File: src/rtl/plru_pkg.sv
package plru_pkg;

  // Strobes handed from the access decoder to the tree register
  typedef struct packed {
    logic update;   // apply the flip mask at the next edge
  } plru_strobe_t;

endpackage

File: src/rtl/plru_ctrl.sv
module plru_ctrl
  import plru_pkg::*;
#(
  parameter int WAYS = 8,
  localparam int LEVELS = $clog2(WAYS),
  localparam int NODES = WAYS - 1,
  localparam int IDX_W = LEVELS + 1
) (
  input  logic              accValid,
  input  logic [LEVELS-1:0] accWay,
  output plru_strobe_t      strobe,
  output logic [NODES-1:0]  flipMask
);

  // Node index visited at each level along the accessed way's route
  logic [IDX_W-1:0] routeNode [LEVELS+1];

  assign routeNode[0] = '0;

  for (genvar lvl = 0; lvl < LEVELS; lvl++) begin : g_route
    assign routeNode[lvl+1] = IDX_W'(2 * routeNode[lvl] + 1)
                            + IDX_W'(accWay[LEVELS-1-lvl]);
  end

  always_comb begin
    flipMask = '0;
    for (int n = 0; n < NODES; n++) begin
      for (int lvl = 0; lvl < LEVELS; lvl++) begin
        if (routeNode[lvl] == IDX_W'(n)) flipMask[n] = 1'b1;
      end
    end
  end

  assign strobe.update = accValid;

endmodule

File: src/rtl/plru_tree_reg.sv
module plru_tree_reg
  import plru_pkg::*;
#(
  parameter int WAYS = 8,
  localparam int NODES = WAYS - 1
) (
  input  logic             clk,
  input  logic             rstN,
  input  plru_strobe_t     strobe,
  input  logic [NODES-1:0] flipMask,
  output logic [NODES-1:0] treeBits
);

  always_ff @(posedge clk or negedge rstN) begin
    if (!rstN) begin
      treeBits <= '0;
    end else if (strobe.update) begin
      treeBits <= treeBits ^ flipMask;
    end
  end

endmodule

File: src/rtl/plru_victim.sv
module plru_victim #(
  parameter int WAYS = 8,
  localparam int LEVELS = $clog2(WAYS),
  localparam int NODES = WAYS - 1,
  localparam int IDX_W = LEVELS + 1
) (
  input  logic [NODES-1:0]  treeBits,
  output logic [LEVELS-1:0] victimWay
);

  logic [IDX_W-1:0] walkNode [LEVELS+1];
  logic [LEVELS-1:0] stepDir;

  assign walkNode[0] = '0;

  for (genvar lvl = 0; lvl < LEVELS; lvl++) begin : g_walk
    assign stepDir[lvl] = treeBits[walkNode[lvl]];
    assign walkNode[lvl+1] = IDX_W'(2 * walkNode[lvl] + 1) + IDX_W'(stepDir[lvl]);
    assign victimWay[LEVELS-1-lvl] = stepDir[lvl];
  end

endmodule

File: src/rtl/plru_tracker.sv
module plru_tracker
  import plru_pkg::*;
#(
  parameter int WAYS = 8,
  localparam int LEVELS = $clog2(WAYS),
  localparam int NODES = WAYS - 1
) (
  input  logic              clk,
  input  logic              rstN,
  input  logic              accValid,
  input  logic [LEVELS-1:0] accWay,
  output logic [LEVELS-1:0] victimWay
);

  plru_strobe_t     strobe;
  logic [NODES-1:0] flipMask;
  logic [NODES-1:0] treeBits;

  plru_ctrl #(.WAYS(WAYS)) ctrl (
    .accValid (accValid),
    .accWay   (accWay),
    .strobe   (strobe),
    .flipMask (flipMask)
  );

  plru_tree_reg #(.WAYS(WAYS)) treeReg (
    .clk      (clk),
    .rstN     (rstN),
    .strobe   (strobe),
    .flipMask (flipMask),
    .treeBits (treeBits)
  );

  plru_victim #(.WAYS(WAYS)) victim (
    .treeBits  (treeBits),
    .victimWay (victimWay)
  );

endmodule

File: config.mk
export PLATFORM = sky130hd
export DESIGN_NAME = plru_tracker
export DESIGN_NICKNAME = d
export VERILOG_FILES = /design/src/rtl/plru_pkg.sv /design/src/rtl/plru_ctrl.sv /design/src/rtl/plru_tree_reg.sv /design/src/rtl/plru_victim.sv /design/src/rtl/plru_tracker.sv
export SDC_FILE = /design/constraint.sdc
export NUM_CORES = 1
export LEC_CHECK = 0
export CAP_MARGIN = 10
export CORE_AREA = 2 2 39 41
export CTS_CLUSTER_DIAMETER = 30
export CTS_CLUSTER_SIZE = 14
export DETAILED_ROUTE_END_ITERATION = 12
export DIE_AREA = 0 0 41 43
export PLACE_DENSITY = 0.61
export SLEW_MARGIN = 20
export SYNTH_ARGS = -nofsm -noshare
export SYNTH_HDL_FRONTEND = slang
export SYNTH_HIERARCHICAL = 1
export SYNTH_SLANG_ARGS = --single-unit
File: constraint.sdc
create_clock -name clk -period 1.8 [get_ports clk]
set_input_delay 0.18 -clock clk [delete_from_list [all_inputs] [get_ports clk]]
set_output_delay 0.18 -clock clk [all_outputs]
set_load 0.05 [all_outputs]
==> results of run 1 <==
[layout make-up]
class,count,area [um^2]
clock buffers,4,26.3
fillers,142,787
inverters,4,15.0
multi-input cells,31,240
flip-flops and latches,7,175
well taps,16,20.0
repair buffers,13,120
[what timing repair did]
action                                  in CTS  in global routing
endpoints found under the setup margin       1                  1
resized for setup                            1                  3
setup buffers                                1                  1
[synth_stat cells]
cell,n
and2_1,1
and2b_2,1
o22a_1,1
nor2_1,1
nand2_1,8
o21ai_0,1
mux2i_2,1
a21oi_1,1
dfrtp_1,7
buf_4,3
inv_1,4
xnor2_1,7
clkbuf_1,1
conb_1,1
o31ai_1,1
mux2i_1,2
ha_1,1
nor2b_1,2
nand3b_1,1
and2b_1,1
[metal layers]
layer,part of all wire,up-vias
met5,0,-
met4,0.032,0
met3,0.020,2
met2,0.48,6
met1,0.46,131
li1,-,167
[path summary, 6_finish.rpt]
check / from / endpoint / slack (ps) / cells past startpoint
max in group asynchronous: rstN / treeReg/treeBits[6] / 1400 / 1
min: rstN / treeReg/treeBits[0] / 180 / 1
max: treeReg/treeBits[0] / victimWay[0] / -180 / 6
min in group clk: treeReg/treeBits[5] / treeReg/treeBits[5] / 470 / 1
min reg2reg: treeReg/treeBits[5] / treeReg/treeBits[5] / 470 / 1
max reg2reg: treeReg/treeBits[1] / treeReg/treeBits[1] / 990 / 2
[cell families after synthesis]
logic type,Yosys count
flops,7
mux,3
other cells,1
buf+inv,8
compound gates,4
xor+xnor,7
fa+ha+maj,1
simple gates,15
[through the flow]
| stage | hold slack [ps] | area, um^2 | TNS (ps) |
|---|---|---|---|
| CTS | 183 | 577 | -197 |
| finish | 180 | 597 | -179 |
| global route | 192 | 597 | -288 |
| floorplan | -116 | 432 | -22.1 |
| global placement | 448 | 531 | 0 |
| detailed placement | 451 | 531 | 0 |
==> impl_metrics.yaml, run 1 <==
run_status:
  status: "finished, violations left"
  violations: "negative setup slack"
floorplanning:
  dieArea_um2: 1760
  row_count: 14
  die_w_um: 41
  die_height_um: 43
  ios: 9
  start_util: 0.311
  core_area_um2: 1380
layout:
  layout_top_registers: "treeReg/treeBits (7)"
  antennaDiodeCount: 0
  largest_reg_flops: 7
  largest-register: "treeReg/treeBits"
  final_cells: 75
  nNetsFinal: 67
  final_cell_mix: "buf_4, nand2_1, xnor2_1, dfrtp_1"
  area_growth_pct: 38.7
  final_core_utilization: 0.431
  drive_above_1_share: 0.305
synth:
  synth_top_family_by_area: "simple AND/OR/NAND/NOR gates"
  synth_top_area_frac: 0.407
  syn_nets: 53
  synth-seq-cells: 7
  postSynthAreaPerCell_um2: 9.36
  synth_xor_area_frac: 0.142
  synth.distinct_cells: 20
  synth_simple_gate_area_share: 0.177
  synth-compound-area-share: 0.0610
  synthAdderAreaFrac: 0.0291
  synthMuxAreaShare: 0.0785
  ys_warn_count: 6
  yosysSeqAreaShare: 0.407
  synth_area_um2: 430
  synth_area_leader_cell: "dfrtp_1"
  synth_cells: 46
  yosys-top-cells-area: "dfrtp_1, xnor2_1, nand2_1"
critical_path:
  crit_fanout: 5
  path_delay_family: "compound AO/OA/AOI/OAI gates"
  endpoint_kind: "output port"
  slowest_delay_ps: 370
  crit_arrival_ps: 1800
  path_class: "register to output port"
  critPathBufInv: 1
  worst_setup_path_start_kind: "register"
  cp.required_ps: 1620
  worstPathCellList: "mux2i_2 -> ha_4 -> a21oi_1 -> o21ai_1 -> o22a_2 -> buf_12"
  critPathSlowestCell: "dfrtp_1"
global_route:
  met1_usage: 0.104
  grt_use_total: 0.0997
  grt.busiest_layer: "met4"
  antenna_found_initial: 0
  use_met3: 0.0314
  grt_max_degree: 8
  use_met2: 0.125
  grt_pass1_vias: 248
  grt_pass1_wl_mm: 1.02
  grt-ovfl-total: 0
sta:
  slew_violations: 0
  finalCriticalPeriod_ps: 1980
  setup_ws_ps: -179
  clock.fmax_mhz: 505
  rsz0062_at_grt: "true"
  hold_viol: 0
  finalClockSkew_ps: 0
  period_share: 1.10
  setup_viol_count_final: 1
place:
  hpwl_um: 537
  dp_slack_ps: 17.0
  gp_congestion: 0.626
  port_buffers: 7
  dp_cells: 69
clocking:
  clock_path_buffers: 2
  htree_num_levels: 1
  root_buffer: "clkbuf_4"
  path_clk_slew_ps: 50
  cts_tree: "yes"
  clock_sinks: 7
  insertion_delay_ps: 250
  numCtsBuffers: 3
  ctsHoldBuffers: 0
drt:
  drt-pass1-iter-count: 4
  wl_per_cell_um: 9.19
  via_count: 306
  drt_iter0_drc: 2
  drc: 0
  routed_wl_um: 689
  avgViaCountPerCell: 4.08
  ant_nets: 0
worst_hold_path:
  worstHoldPathType: "primary input to async pin"
job:
  maxCapViolCount: 0
Power of run 1 is not shown: default switching activity piles up to over one toggle a cycle in this logic, so the estimate is an artifact.
==> run 2: changes to the inputs <==
--- a/config.mk
+++ b/config.mk
@@ -5,6 +5,7 @@
 export SDC_FILE = /design/constraint.sdc
 export NUM_CORES = 1
 export LEC_CHECK = 0
+export ABC_AREA = 0
 export CAP_MARGIN = 10
 export CORE_AREA = 2 2 39 41
 export CTS_CLUSTER_DIAMETER = 30
==> results of run 2 <==
The final DEF is identical to that of run 1; final timing and power are the same.
Power of run 2 is left out for the same reason.
==> run 3: changes to the inputs <==
--- a/config.mk
+++ b/config.mk
@@ -6,7 +6,6 @@
 export NUM_CORES = 1
 export LEC_CHECK = 0
 export ABC_AREA = 0
-export CAP_MARGIN = 10
 export CORE_AREA = 2 2 39 41
 export CTS_CLUSTER_DIAMETER = 30
 export CTS_CLUSTER_SIZE = 14
==> results of run 3 <==
The final DEF is identical to that of run 1; final timing and power are the same.
Power of run 3 is left out for the same reason.
